<file path="config.mk">
export PLATFORM = sky130hd
export DESIGN_NAME = ctl_serial_reg
export DESIGN_NICKNAME = d
export VERILOG_FILES = /design/src/rtl/ctl_pkg.sv /design/src/rtl/ctl_sync.sv /design/src/rtl/ctl_rx.sv /design/src/rtl/ctl_seq.sv /design/src/rtl/ctl_serial_reg.sv
export SDC_FILE = /design/constraint.sdc
export NUM_CORES = 1
export LEC_CHECK = 0
export BUFFER_PORTS_ARGS = -buffer_cell sky130_fd_sc_hd__clkbuf_2
export CORE_MARGIN = 5
export CORE_UTILIZATION = 41
export DETAILED_ROUTE_END_ITERATION = 8
export REMOVE_ABC_BUFFERS = 1
export SYNTH_ARGS = -nofsm -noshare
export SYNTH_HDL_FRONTEND = slang
export SYNTH_SLANG_ARGS = --single-unit
</file>
<file path="constraint.sdc">
create_clock -name clk -period 4.2 [get_ports clk]
set_input_delay 0.42 -clock clk [delete_from_list [all_inputs] [get_ports clk]]
set_output_delay 0.42 -clock clk [all_outputs]
set_load 0.005 [all_outputs]
</file>
<file path="src/rtl/ctl_pkg.sv">
package ctl_pkg;

    localparam int CTL_W = 16;
    localparam logic [CTL_W-1:0] CTL_DEFAULT = 16'h03CD;

    localparam int VOL_LSB  = 10;
    localparam int VOL_W    = 5;
    localparam int BIAS_BIT = 15;

    typedef enum logic [2:0] {
        SEQ_HOLD  = 3'd0,
        SEQ_PULSE = 3'd1,
        SEQ_DUMMY = 3'd2,
        SEQ_FIRST = 3'd3,
        SEQ_RUN   = 3'd4
    } seq_state_e;

endpackage

</file>
<file path="src/rtl/ctl_sync.sv">
module ctl_sync #(
    parameter int W      = 4,
    parameter int STAGES = 2
) (
    input  logic         clk,
    input  logic         rst_n,
    input  logic [W-1:0] d_i,
    output logic [W-1:0] q_o
);

    generate
        for (genvar b = 0; b < W; b++) begin : g_bit
            logic [STAGES-1:0] chain_q;
            logic [STAGES-1:0] chain_d;

            always_comb begin
                chain_d = {chain_q[STAGES-2:0], d_i[b]};
            end

            always_ff @(posedge clk or negedge rst_n) begin
                if (!rst_n) chain_q <= '0;
                else        chain_q <= chain_d;
            end

            assign q_o[b] = chain_q[STAGES-1];
        end
    endgenerate

endmodule

</file>
<file path="src/rtl/ctl_rx.sv">
module ctl_rx #(
    parameter int WORD_W = 16
) (
    input  logic              clk,
    input  logic              rst_n,
    input  logic              cs_s,
    input  logic              sclk_s,
    input  logic              sdat_s,
    output logic              done_o,
    output logic              ok_o,
    output logic [WORD_W-1:0] word_o
);

    localparam int CNT_W = $clog2(WORD_W + 1) + 1;
    localparam logic [CNT_W-1:0] CNT_MAX  = '1;
    localparam logic [CNT_W-1:0] CNT_FULL = CNT_W'(WORD_W);

    typedef struct packed {
        logic              cs_prev;
        logic              clk_prev;
        logic [CNT_W-1:0]  cnt;
        logic [WORD_W-1:0] sh;
    } rx_t;

    rx_t rx_d, rx_q;
    logic cs_rise, cs_fall, clk_rise;

    always_comb begin
        cs_rise  = cs_s & ~rx_q.cs_prev;
        cs_fall  = ~cs_s & rx_q.cs_prev;
        clk_rise = sclk_s & ~rx_q.clk_prev;

        rx_d          = rx_q;
        rx_d.cs_prev  = cs_s;
        rx_d.clk_prev = sclk_s;

        if (cs_rise) begin
            rx_d.cnt = '0;
        end else if (cs_s && clk_rise) begin
            rx_d.sh = {sdat_s, rx_q.sh[WORD_W-1:1]};
            if (rx_q.cnt != CNT_MAX) rx_d.cnt = rx_q.cnt + 1'b1;
        end
    end

    always_ff @(posedge clk or negedge rst_n) begin
        if (!rst_n) rx_q <= '0;
        else        rx_q <= rx_d;
    end

    assign done_o = cs_fall;
    assign ok_o   = cs_fall && (rx_q.cnt == CNT_FULL);
    assign word_o = rx_q.sh;

    // a new frame opens with an empty bit count
    p_frame_open_r1: assert property (@(posedge clk) disable iff (!rst_n)
        $rose(cs_s) |=> (rx_q.cnt == '0));

endmodule

</file>
<file path="src/rtl/ctl_seq.sv">
module ctl_seq
    import ctl_pkg::*;
#(
    parameter int WORD_W      = 16,
    parameter int POR_CYCLES  = 100000,
    parameter int BIAS_CYCLES = 250,
    parameter logic [WORD_W-1:0] DEF_WORD = CTL_DEFAULT[WORD_W-1:0]
) (
    input  logic              clk,
    input  logic              rst_n,
    input  logic              stby_s,
    input  logic              done_i,
    input  logic              ok_i,
    input  logic [WORD_W-1:0] rx_word_i,
    output logic [WORD_W-1:0] word_o,
    output logic              ready_o
);

    localparam int LONGEST = (POR_CYCLES > BIAS_CYCLES) ? POR_CYCLES : BIAS_CYCLES;
    localparam int TW      = (LONGEST > 1) ? $clog2(LONGEST + 1) : 1;
    localparam logic [TW-1:0] POR_LOAD  = TW'(POR_CYCLES - 1);
    localparam logic [TW-1:0] BIAS_LOAD = TW'(BIAS_CYCLES - 1);
    localparam int MODE_BIT = WORD_W - 1;

    typedef struct packed {
        seq_state_e        st;
        logic [TW-1:0]     tmr;
        logic [WORD_W-1:0] word;
    } seq_t;

    seq_t s_d, s_q;
    logic good_frame;
    logic bias_exit;

    always_comb begin
        good_frame = done_i && ok_i;
        bias_exit  = good_frame && s_q.word[MODE_BIT] && !rx_word_i[MODE_BIT];

        s_d = s_q;
        if (!stby_s) begin
            s_d.st   = SEQ_HOLD;
            s_d.tmr  = '0;
            s_d.word = DEF_WORD;
        end else begin
            unique case (s_q.st)
                SEQ_HOLD: begin
                    s_d.st   = SEQ_PULSE;
                    s_d.tmr  = POR_LOAD;
                    s_d.word = DEF_WORD;
                end
                SEQ_PULSE: begin
                    s_d.word = DEF_WORD;
                    if (s_q.tmr == '0) s_d.st  = SEQ_DUMMY;
                    else               s_d.tmr = s_q.tmr - 1'b1;
                end
                SEQ_DUMMY: begin
                    if (done_i) s_d.st = SEQ_FIRST;
                end
                SEQ_FIRST: begin
                    if (good_frame) begin
                        s_d.st   = SEQ_RUN;
                        s_d.word = rx_word_i;
                    end
                end
                SEQ_RUN: begin
                    if (bias_exit) begin
                        s_d.st   = SEQ_PULSE;
                        s_d.tmr  = BIAS_LOAD;
                        s_d.word = DEF_WORD;
                    end else if (good_frame) begin
                        s_d.word = rx_word_i;
                    end
                end
                default: begin
                    s_d.st   = SEQ_HOLD;
                    s_d.word = DEF_WORD;
                end
            endcase
        end
    end

    always_ff @(posedge clk or negedge rst_n) begin
        if (!rst_n) begin
            s_q.st   <= SEQ_HOLD;
            s_q.tmr  <= '0;
            s_q.word <= DEF_WORD;
        end else begin
            s_q <= s_d;
        end
    end

    assign word_o  = s_q.word;
    assign ready_o = (s_q.st == SEQ_RUN);

    // standby forces the default word and drops ready
    p_stby_hold_r4: assert property (@(posedge clk) disable iff (!rst_n)
        !stby_s |=> (word_o == DEF_WORD) && !ready_o);

    // during the power-on interval the register stays at default
    p_pulse_default_r5: assert property (@(posedge clk) disable iff (!rst_n)
        (s_q.st == SEQ_PULSE) |=> (word_o == DEF_WORD) && !ready_o);

    // a frame with the wrong length leaves the register as it was
    p_bad_len_r7: assert property (@(posedge clk) disable iff (!rst_n)
        (stby_s && done_i && !ok_i) |=> $stable(word_o));

    // ready only rises on an accepted frame
    p_ready_rise_r6: assert property (@(posedge clk) disable iff (!rst_n)
        $rose(ready_o) |-> $past(done_i && ok_i));

    // leaving bias mode restores defaults and drops ready
    p_bias_exit_r8: assert property (@(posedge clk) disable iff (!rst_n)
        (stby_s && ready_o && word_o[MODE_BIT] && done_i && ok_i && !rx_word_i[MODE_BIT])
        |=> (word_o == DEF_WORD) && !ready_o);

endmodule

</file>
<file path="src/rtl/ctl_serial_reg.sv">
module ctl_serial_reg
    import ctl_pkg::*;
#(
    parameter int POR_CYCLES  = 100000,
    parameter int BIAS_CYCLES = 250,
    parameter int SYNC_STAGES = 2
) (
    input  logic             clk,
    input  logic             rst_n,
    input  logic             standby_n,
    input  logic             cs_i,
    input  logic             sclk_i,
    input  logic             sdat_i,
    output logic [CTL_W-1:0] ctl_word_o,
    output logic [VOL_W-1:0] volume_o,
    output logic             bias_o,
    output logic             ready_o
);

    localparam int NPINS = 4;

    logic [NPINS-1:0] pins_raw, pins_s;
    logic             done, ok;
    logic [CTL_W-1:0] rx_word;

    assign pins_raw = {standby_n, sdat_i, sclk_i, cs_i};

    ctl_sync #(.W(NPINS), .STAGES(SYNC_STAGES)) i_sync (
        .clk   (clk),
        .rst_n (rst_n),
        .d_i   (pins_raw),
        .q_o   (pins_s)
    );

    ctl_rx #(.WORD_W(CTL_W)) i_rx (
        .clk    (clk),
        .rst_n  (rst_n),
        .cs_s   (pins_s[0]),
        .sclk_s (pins_s[1]),
        .sdat_s (pins_s[2]),
        .done_o (done),
        .ok_o   (ok),
        .word_o (rx_word)
    );

    ctl_seq #(
        .WORD_W      (CTL_W),
        .POR_CYCLES  (POR_CYCLES),
        .BIAS_CYCLES (BIAS_CYCLES),
        .DEF_WORD    (CTL_DEFAULT)
    ) i_seq (
        .clk       (clk),
        .rst_n     (rst_n),
        .stby_s    (pins_s[3]),
        .done_i    (done),
        .ok_i      (ok),
        .rx_word_i (rx_word),
        .word_o    (ctl_word_o),
        .ready_o   (ready_o)
    );

    assign volume_o = ctl_word_o[VOL_LSB +: VOL_W];
    assign bias_o   = ctl_word_o[BIAS_BIT];

    // in normal operation a full frame lands in the register
    p_apply_r1: assert property (@(posedge clk) disable iff (!rst_n)
        (pins_s[3] && ready_o && done && ok && !(bias_o && !rx_word[BIAS_BIT]))
        |=> (ctl_word_o == $past(rx_word)));

endmodule

</file>
==> impl_metrics.csv, run 1 <==
group,metric,value,unit
cts,worst_skew_pair.late_latency,340,ps
cts,clock_path_buffers,2,
run,cap_violations,0,
final_layout,seqCellArea,1710,um2
pwr,p_comb_frac,0.095,
critical_path,critPathTopFamily,"simple AND/OR/NAND/NOR gates",
cts,root_buffer,"clkbuf_8",
synth,synth_edf_count,0,
synth,synthDistinctLibCells,58,
timing,fin_tns_setup,0,ps
cts,cts_buffers,9,
placed_design,gp_congestion,0.787,
timing,max_slew_margin,0.240,
critical_path,crit_chain,"or3_4 -> nor3_4 -> nor2b_1 -> nand2_1 -> a21oi_1",
pwr,p_int,1.10,mW
pwr,p_leak,1.71,nW
final_layout,fin_util,0.450,
pwr,p_clk_frac,0.412,
critical_path,path_buf_inv,0,
timing,post-route-period-util,0.588,
critical_path,crit_fanout,16,
pwr,p_sw_frac,0.259,
timing,fin_crit,2470,ps
pwr,ir_drop,0.000182,V
final_layout,fin_nets,382,
global_route,antenna_found_initial,0,
floorplan,die_area,10100,um2
timing,hold_viol_final,0,
critical_path,max_stage_delay,940,ps
pwr,p_sw,0.383,mW
pwr,p_seq_frac,0.493,
critical_path,cp.arrival,2740,ps
floorplan,die_h,101,um
critical_path,reg2reg_from,"i_rx.rx_q[19]",
pwr,fin_total_pwr,1.48,mW
final_layout,diodes,0,
floorplan,die_w,101,um
final_layout,fillers,812,
synth,syn_area,3370,um2
timing,max_freq,405,MHz
detailed_routing,ant_nets,0,
detailed_routing,drt_first_pass_iters,4,
global_route,grt_use_total,0.154,
cts,hold_buffers,0,
final_layout,final_cell_mix,"nand2_1, dfrtp_1, clkbuf_2, a21oi_1, nand3_1",
critical_path,startpoint,"i_rx.rx_q[19]",
pwr,powerDensity,407,nW/um2
cts,cts_resized,0,
min_path,hold_path.class,"input pin to async pin",
detailed_routing,drc,0,
timing,tightest_slew,1140,ps
global_route,grt_pass1_vias,2584,
placed_design,io_buffer_count,28,
timing,setup_viol,0,
cts,cts.sinks,68,
final_layout,drive_gt1_frac,0.167,
cts,cts_tree,"yes",
final_layout,area_growth,8.10,%
synth,ys_seq_area_frac,0.508,
global_route,grt_max_degree,39,
synth,yosysTopAreaCell,"dfrtp_1",
critical_path,cp-end-kind,"flop",
synth,synthTopCellsByArea,"dfrtp_1, nand2_1, dfstp_2, buf_4, a21oi_1",
synth,synth-main-ff-cell,"dfrtp_1",
floorplan,io-pin-count,29,
detailed_routing,routed_wl,7000,um
floorplan,initial_core_util,0.416,
detailed_routing,via_per_inst,5.33,
synth,syn_inst,368,
cts,cts_htree_levels,3,
critical_path,crit_required,4470,ps
timing,drv_slew,0,
timing,skew,8.53,ps
final_layout,final_common_cell,"nand2_1",
critical_path,critPathLaunchType,"flop",
detailed_routing,drtIter0Drc,75,
placed_design,detailed_place_hpwl,4700,um
synth,ys_warn_count,0,
floorplan,core_region_area,8090,um2
synth,ys_ff_latch,68,
critical_path,critical_path_class,"flop to flop",
detailed_routing,vias,2576,
cts,cts.clk_slew.worst_paths,80,ps
run_status,status,"finished clean",
floorplan,num_rows,33,
final_layout,multi_input_area,1370,um2
timing,rsz0062_at_grt,"no",
global_route,grt_pass1_wl,12300,um
synth,synth_top_area_frac,0.454,
cts,cts_setup_buffers,0,
synth,syn_avg_cell_area,9.15,um2
detailed_routing,wl_per_cell,14.5,um
global_route,overflow,0,
synth,synthArstFlopShare,1.00,
critical_path,crit_path_top_delay_cell,"nor2b_1",
sequential cells by signal (all words and copies together), names as in the netlist:
| register | cells |
|---|---|
| i_rx.rx_q | 8 |
| i_seq.s_q | 20 |
| i_rx.word_o | 16 |
| i_sync.g_bit.chain_q | 8 |
| i_seq.word_o | 16 |
cell type report:
type | count | share of cell area
sequential | 68 | 0.470
multi-input combinational | 252 | 0.378
timing repair buffer | 29 | 0.0406
clock buffer | 11 | 0.0389
tap | 105 | 0.0361
clock inverter | 5 | 0.0234
inverter | 13 | 0.0134
power by group through the flow:
| stage | combinational (mW) | sequential (mW) | clock (mW) |
|---|---|---|---|
| 2_1_floorplan | 0.0996 | 0.732 | 0 |
| 3_3_place_gp | 0.137 | 0.742 | 0 |
| 3_5_place_dp | 0.141 | 0.742 | 0 |
| 4_1_cts | 0.142 | 0.729 | 0.633 |
| 5_1_grt | 0.163 | 0.735 | 0.663 |
| 6_report | 0.140 | 0.730 | 0.611 |
stage by stage:
| step | setup WS, ps | hold slack [ps] | area [um2] | std cells |
|---|---|---|---|---|
| after floorplan | 2190 | 124 | 3130 | 333 |
| after global placement | 1710 | 334 | 3410 | 467 |
| after detailed placement | 1710 | 335 | 3410 | 467 |
| after CTS | 1680 | 144 | 3640 | 483 |
| after global routing | 1430 | 147 | 3640 | 483 |
| final | 1730 | 118 | 3640 | 483 |
kinds of logic (layout without fill, tap and decap cells):
group	count (synthesis)	in the layout	synth area share
buffers and inverters	48	58	0.0836
AO/OA/AOI/OAI	74	74	0.143
AND/OR/NAND/NOR	171	171	0.243
flip-flops	68	68	0.508
adder cells (fa/ha/maj)	3	3	0.0112
XOR/XNOR	4	4	0.0104
final timing paths:
path	to	depth (start not counted)	slack, ps
max	i_seq.word_o[13]	5	1730
min	i_seq.s_q[32]	1	120
max reg2reg	i_seq.word_o[13]	5	1730
min reg2reg	i_sync.g_bit[0].chain_q[1]	0	350
max in group asynchronous	i_seq.word_o[6]	2	3090
min in group clk	i_sync.g_bit[1].chain_q[0]	1	180
worst reg2reg max path, delay by kind of cell (launching register included):
family,cells,cell delay [ps]
simple gates,4,1820
compound gates,1,160
flops,1,430
metal layers:
metal,part of all wire,track usage
met1,0.45,0.192
met5,0,0
met2,0.48,0.242
met3,0.065,0.0595
met4,0.011,0.0549
cells in the mapped netlist (2+ instances only):
cell type	instances
clkbuf_1	5
dfstp_2	7
or3_4	2
a31oi_1	2
buf_6	2
o31ai_1	10
a22o_1	2
o22ai_1	3
o21ai_0	16
and2_1	3
o211ai_1	3
xor2_1	2
nor3_4	2
buf_4	21
nor3_1	7
nand3b_1	2
and3_1	5
dfrtp_1	61
inv_1	12
a21oi_1	20
nor2b_1	4
nand3_1	18
xnor2_1	2
nand2_1	93
buf_2	6
nand4_1	3
nor2_1	17
ha_1	3
nor3b_1	2
nand2b_1	3
o21a_1	2
o311ai_0	2
(Power assumes the default switching activity.)
==> run 2, diff against run 1 <==
Settings changed: ABC_AREA set to 1.
Clock period 4.2 ns to 2.1 ns, I/O delays scaled along.
==> run 2 against run 1 <==
Against the previous run:
- setup slack got worse by 1500 ps
- wire length up 3.1%
- count of clock-buffer cells in the layout decreased by 1
- register-to-register slack worse by 1500 ps
- first-iteration DRC count is 20% lower
- worst hold slack gained 230 ps
- synthesized area increased by 5.9%
- sequential power up 130%
- synthesized cell count is 20% higher
- via count is 10% higher
- global-route usage is essentially flat
- critical path type unchanged
- critical endpoint is now i_seq.s_q[30]
==> impl_metrics.csv, run 2 <==
group,metric,value,unit
cts,cts_tree,"yes",
critical_path,crit_required,2370,ps
synth,yosysTopAreaCell,"dfrtp_1",
global_route,overflow,0,
pwr,p_leak,1.99,nW
critical_path,startpoint,"i_seq.s_q[16]",
detailed_routing,ant_nets,0,
cts,cts_buffers,9,
final_layout,diodes,0,
critical_path,critPathTopFamily,"simple AND/OR/NAND/NOR gates",
run,cap_violations,0,
timing,max_freq,544,MHz
final_layout,fin_nets,471,
placed_design,io_buffer_count,28,
timing,rsz0062_at_grt,"no",
final_layout,drive_gt1_frac,0.167,
timing,drv_slew,0,
synth,synthMostInstantiatedCell,"nand2_1",
synth,ys_seq_area_frac,0.480,
synth,syn_area,3560,um2
global_route,grt_max_degree,33,
run_status,status,"finished clean",
detailed_routing,vias,2844,
final_layout,fillers,855,
final_layout,seqCellArea,1710,um2
timing,tightest_slew,586,ps
global_route,grt_use_total,0.154,
synth,synthArstFlopShare,1.00,
detailed_routing,wl_per_cell,12.6,um
critical_path,cp-end-kind,"flop",
timing,setup_viol,0,
cts,cts.clk_slew.worst_paths,80,ps
detailed_routing,routed_wl,7220,um
detailed_routing,drt_first_pass_iters,4,
cts,root_buffer,"clkbuf_8",
critical_path,crit_fanout,18,
critical_path,critPathLaunchType,"flop",
global_route,grt_pass1_wl,13000,um
cts,cts_htree_levels,3,
pwr,powerDensity,1060,nW/um2
detailed_routing,drtIter0Drc,60,
final_layout,final_common_cell,"nand2_1",
final_layout,final_area,3970,um2
final_layout,final_cell_mix,"nand2_1, dfrtp_1, inv_1, nand3_1, nor2_1",
timing,fin_tns_setup,0,ps
cts,worst_skew_pair.late_latency,340,ps
synth,synthDistinctLibCells,34,
floorplan,num_rows,34,
critical_path,crit_chain,"inv_1 -> ha_1 -> nand2_2 -> nor2_8 -> nand4_4 -> nand2_2 -> nand2_4 -> nand2_8 -> nand2_1 -> nand2_1",
critical_path,cp-endpoint,"i_seq.s_q[30]",
synth,syn_inst,443,
final_layout,largest_register_ffs,20,
pwr,ir_drop,0.000512,V
placed_design,gp_congestion,0.833,
critical_path,reg2reg_slack,260,ps
synth,synth_top_area_frac,0.428,
placed_design,placed_area,3690,um2
critical_path,r2r_end,"i_seq.s_q[30]",
placed_design,placed_cells,554,
floorplan,io-pin-count,29,
floorplan,die_w,103,um
synth,syn_avg_cell_area,8.05,um2
floorplan,die_h,103,um
timing,max_slew_margin,0.608,
synth,synth.top_cells.by_count,"nand2_1, dfrtp_1, inv_1",
critical_path,reg2reg_from,"i_seq.s_q[16]",
final_layout,multi_input_area,1440,um2
timing,hold_ws,351,ps
synth,synthTopCellsByArea,"dfrtp_1, nand2_1, nand3_1, dfstp_2, inv_1",
global_route,grt_pass1_vias,2885,
floorplan,die_area,10700,um2
timing,fin_crit,1840,ps
detailed_routing,drc,0,
floorplan,core_region_area,8590,um2
critical_path,cp.arrival,2110,ps
floorplan,initial_core_util,0.415,
synth,ys_warn_count,0,
synth,synth_edf_count,0,
timing,hold_viol_final,0,
detailed_routing,via_per_inst,4.95,
critical_path,max_stage_delay,420,ps
timing,fin_ws,262,ps
cts,cts.sinks,68,
critical_path,ff2ff_path_depth,10,
critical_path,cp.depth,10,
placed_design,dpl_worst_slack,290,ps
synth,ys_ff_latch,68,
min_path,hold_path.class,"flop to flop",
global_route,antenna_found_initial,0,
placed_design,detailed_place_hpwl,5060,um
critical_path,crit_path_top_delay_cell,"dfrtp_1",
final_layout,area_growth,11.3,%
critical_path,critical_path_class,"flop to flop",
final_layout,stdcell_count,575,
timing,skew,10.3,ps
timing,post-route-period-util,0.875,
cts,clock_path_buffers,2,
cts,cts_resized,0,
critical_path,path_buf_inv,1,
synth,synth-main-ff-cell,"dfrtp_1",
final_layout,top_register,"i_seq.s_q",
run 2: cell count changes in the layout (fill, tap and decap cells not counted), sizes merged, moves of 5 or more:
cell         before  now
nand3            18   46
and3              5    0
nor2             17   49
nand2            93  121
o21ai            16   34
a21oi            21   10
dlygate4sd3       0    5
o31ai            10    0
buf               2    8
nor3              9    3
inv              12   50
run 2: through the flow:
stage / power [mW] / utilization
after floorplan: 2.64 / -
after global placement: 2.97 / 0.430
after detailed placement: 3.01 / 0.430
after CTS: 4.25 / 0.462
after global routing: 4.53 / 0.462
final: 4.20 / 0.462
run 2: timing repair:
action,CTS,global route
setup buffers,0,0
setup endpoints to repair,0,0
hold buffers,5,0
hold endpoints to repair,24,0
run 2: cell type report:
| class | count | area share |
|---|---|---|
| Sequential cell | 68 | 0.431 |
| Multi-Input combinational cell | 293 | 0.363 |
| Timing Repair Buffer | 40 | 0.0675 |
| Inverter | 50 | 0.0473 |
| Clock buffer | 10 | 0.0347 |
| Tap cell | 108 | 0.0341 |
| Clock inverter | 6 | 0.0221 |
run 2: power by group:
part,switching (mW),total (mW),internal [mW]
logic,0.848,1.29,0.442
clock network,0.512,1.21,0.701
registers,0.197,1.69,1.50
total,1.56,4.20,2.64
run 2: how the worst min path moves through the flow:
stage / startpoint / to / depth (start not counted)
final: i_sync.g_bit[1].chain_q[0] / i_sync.g_bit[1].chain_q[1] / 0
after global routing: i_sync.g_bit[2].chain_q[0] / i_sync.g_bit[2].chain_q[1] / 0
after CTS: i_sync.g_bit[1].chain_q[0] / i_sync.g_bit[1].chain_q[1] / 0
after detailed placement: rst_n / i_seq.s_q[17] / 1
after global placement: rst_n / i_seq.s_q[17] / 1
after floorplan: rst_n / i_rx.rx_q[16] / 0
run 2: kinds of logic after synthesis:
logic type,synth area share
and+or+nand+nor,0.299
AOI/OAI and AO/OA,0.0891
xor gates and xnor gates,0.00491
buffers and inverters,0.117
DFF,0.480
adders and majority gates,0.0105
run 2: per-layer routing:
metal,part of all wire,global-route usage,up-vias
met2,0.47,0.259,49
met1,0.47,0.196,1350
met5,0,0,-
met4,0.016,0.0598,0
li1,-,-,1434
met3,0.042,0.0309,11
==> run 3, diff against run 2 <==
Settings changed: CAP_MARGIN set to 20, GPL_TIMING_DRIVEN set to 0.
==> run 3 against run 2 <==
Against the previous run:
- setup slack worse by 58 ps
- die area stayed put
- power is 4.0% higher
- final cell count is 0.87% lower
- critical endpoint is now i_seq.s_q[20]
- highest routed layer unchanged
==> impl_metrics.csv, run 3 (synthesis results as in run 2) <==
group,metric,value,unit
critical_path,crit_fanout,19,
placed_design,gp_congestion,0.852,
final_layout,final_cell_mix,"nand2_1, dfrtp_1, inv_1, nand3_1, nor2_1",
timing,hold_viol_final,0,
timing,setup_viol,0,
final_layout,fin_nets,466,
cts,cts.clk_slew.worst_paths,80,ps
final_layout,seqCellArea,1710,um2
critical_path,cp.arrival,2130,ps
critical_path,max_stage_delay,670,ps
critical_path,crit_path_top_delay_cell,"nor3_4",
cts,cts.sinks,68,
timing,skew,9.51,ps
final_layout,stdcell_count,570,
timing,fin_crit,1900,ps
cts,cts_setup_buffers,0,
run_status,status,"finished clean",
placed_design,io_buffer_count,28,
cts,root_buffer,"clkbuf_8",
final_layout,multi_input_area,1450,um2
critical_path,crit_chain,"nor3_4 -> nand2_2 -> nand2_4 -> nand2_8 -> nand2_1 -> nand2_1",
floorplan,core_region_area,8590,um2
cts,worst_skew_pair.late_latency,340,ps
min_path,hold_path.class,"input pin to async pin",
cts,cts_htree_levels,3,
cts,clock_path_buffers,2,
detailed_routing,drc,0,
pwr,powerDensity,1100,nW/um2
final_layout,area_growth,11.7,%
timing,max_slew_margin,0.485,
final_layout,diodes,0,
floorplan,initial_core_util,0.415,
pwr,fin_total_pwr,4.37,mW
placed_design,detailed_place_hpwl,4730,um
placed_design,dpl_worst_slack,101,ps
detailed_routing,drtIter0Drc,116,
cts,cts_buffers,9,
global_route,grt_use_total,0.147,
timing,drv_slew,0,
timing,tightest_slew,769,ps
cts,cts_tree,"yes",
timing,hold_ws,265,ps
critical_path,crit_required,2330,ps
final_layout,top_register,"i_seq.s_q",
critical_path,critPathLaunchType,"flop",
detailed_routing,drt_first_pass_iters,4,
detailed_routing,via_per_inst,4.91,
final_layout,fillers,852,
floorplan,io-pin-count,29,
pwr,p_leak,1.98,nW
global_route,overflow,0,
global_route,grt_pass1_wl,12400,um
floorplan,die_w,103,um
detailed_routing,wl_per_cell,12.1,um
global_route,grt_pass1_vias,2738,
critical_path,cp-end-kind,"flop",
timing,post-route-period-util,0.903,
detailed_routing,routed_wl,6920,um
placed_design,placed_cells,549,
global_route,grt_max_degree,60,
pwr,ir_drop,0.000551,V
critical_path,cp_common_cell,"nand2_1",
global_route,antenna_found_initial,0,
floorplan,num_rows,34,
final_layout,drive_gt1_frac,0.160,
floorplan,die_h,103,um
timing,fin_ws,203,ps
placed_design,placed_area,3660,um2
final_layout,final_area,3980,um2
final_layout,fin_util,0.463,
timing,fin_tns_setup,0,ps
detailed_routing,vias,2800,
final_layout,largest_register_ffs,20,
floorplan,die_area,10700,um2
run,cap_violations,0,
timing,max_freq,527,MHz
critical_path,critical_path_class,"flop to flop",
detailed_routing,ant_nets,0,
timing,rsz0062_at_grt,"no",
final_layout,final_common_cell,"nand2_1",
## run 3: changes by cell type in the layout (fill, tap and decap cells not counted), sizes merged
cell and delta:
bufinv +2, clkinv -2, clkbuf +1, buf -6
## run 3: power breakdown
part	total [mW]	internal [mW]	switching [mW]
registers	1.70	1.50	0.201
clock network	1.43	0.914	0.514
logic	1.24	0.401	0.839
## run 3: timing repair
action | 4_1_cts | 5_1_grt
hold buffers | 5 | 0
setup endpoints to repair | 0 | 10
endpoints found under the hold margin | 13 | 0
gates resized for setup | 0 | 4
## run 3: worst max-delay path: cells and delay by family (launching register included)
kind	cells	cell delay (ps)
flip-flops	1	420
AND/OR/NAND/NOR	6	1360
## run 3: area by class of cell
| class | count | share of cell area |
|---|---|---|
| sequential | 68 | 0.430 |
| multi-input combinational | 293 | 0.363 |
| timing repair buffer | 35 | 0.0591 |
| inverter | 50 | 0.0478 |
| clock inverter | 6 | 0.0346 |
| tap | 108 | 0.0339 |
| clock buffer | 10 | 0.0321 |
## run 3: path summary, 6_finish.rpt
check / slack, ps / cells past startpoint / start / endpoint
worst min register to register: 350 / 0 / i_sync.g_bit[2].chain_q[0] / i_sync.g_bit[2].chain_q[1]
min in group clk: 350 / 0 / i_sync.g_bit[2].chain_q[0] / i_sync.g_bit[2].chain_q[1]
worst max register to register: 200 / 6 / i_seq.s_q[35] / i_seq.s_q[20]
worst min-delay path: 260 / 2 / rst_n / i_seq.s_q[27]
worst max-delay path: 200 / 6 / i_seq.s_q[35] / i_seq.s_q[20]
max in group asynchronous: 1260 / 3 / rst_n / i_seq.word_o[0]
## run 3: routing by layer
layer  vias up  wire, um  global-route usage
met5         -         0                   0
met4         0        77              0.0468
met3         7       335              0.0396
met2        56      3130               0.235
met1      1311      3370               0.196
li1       1426         -                   -
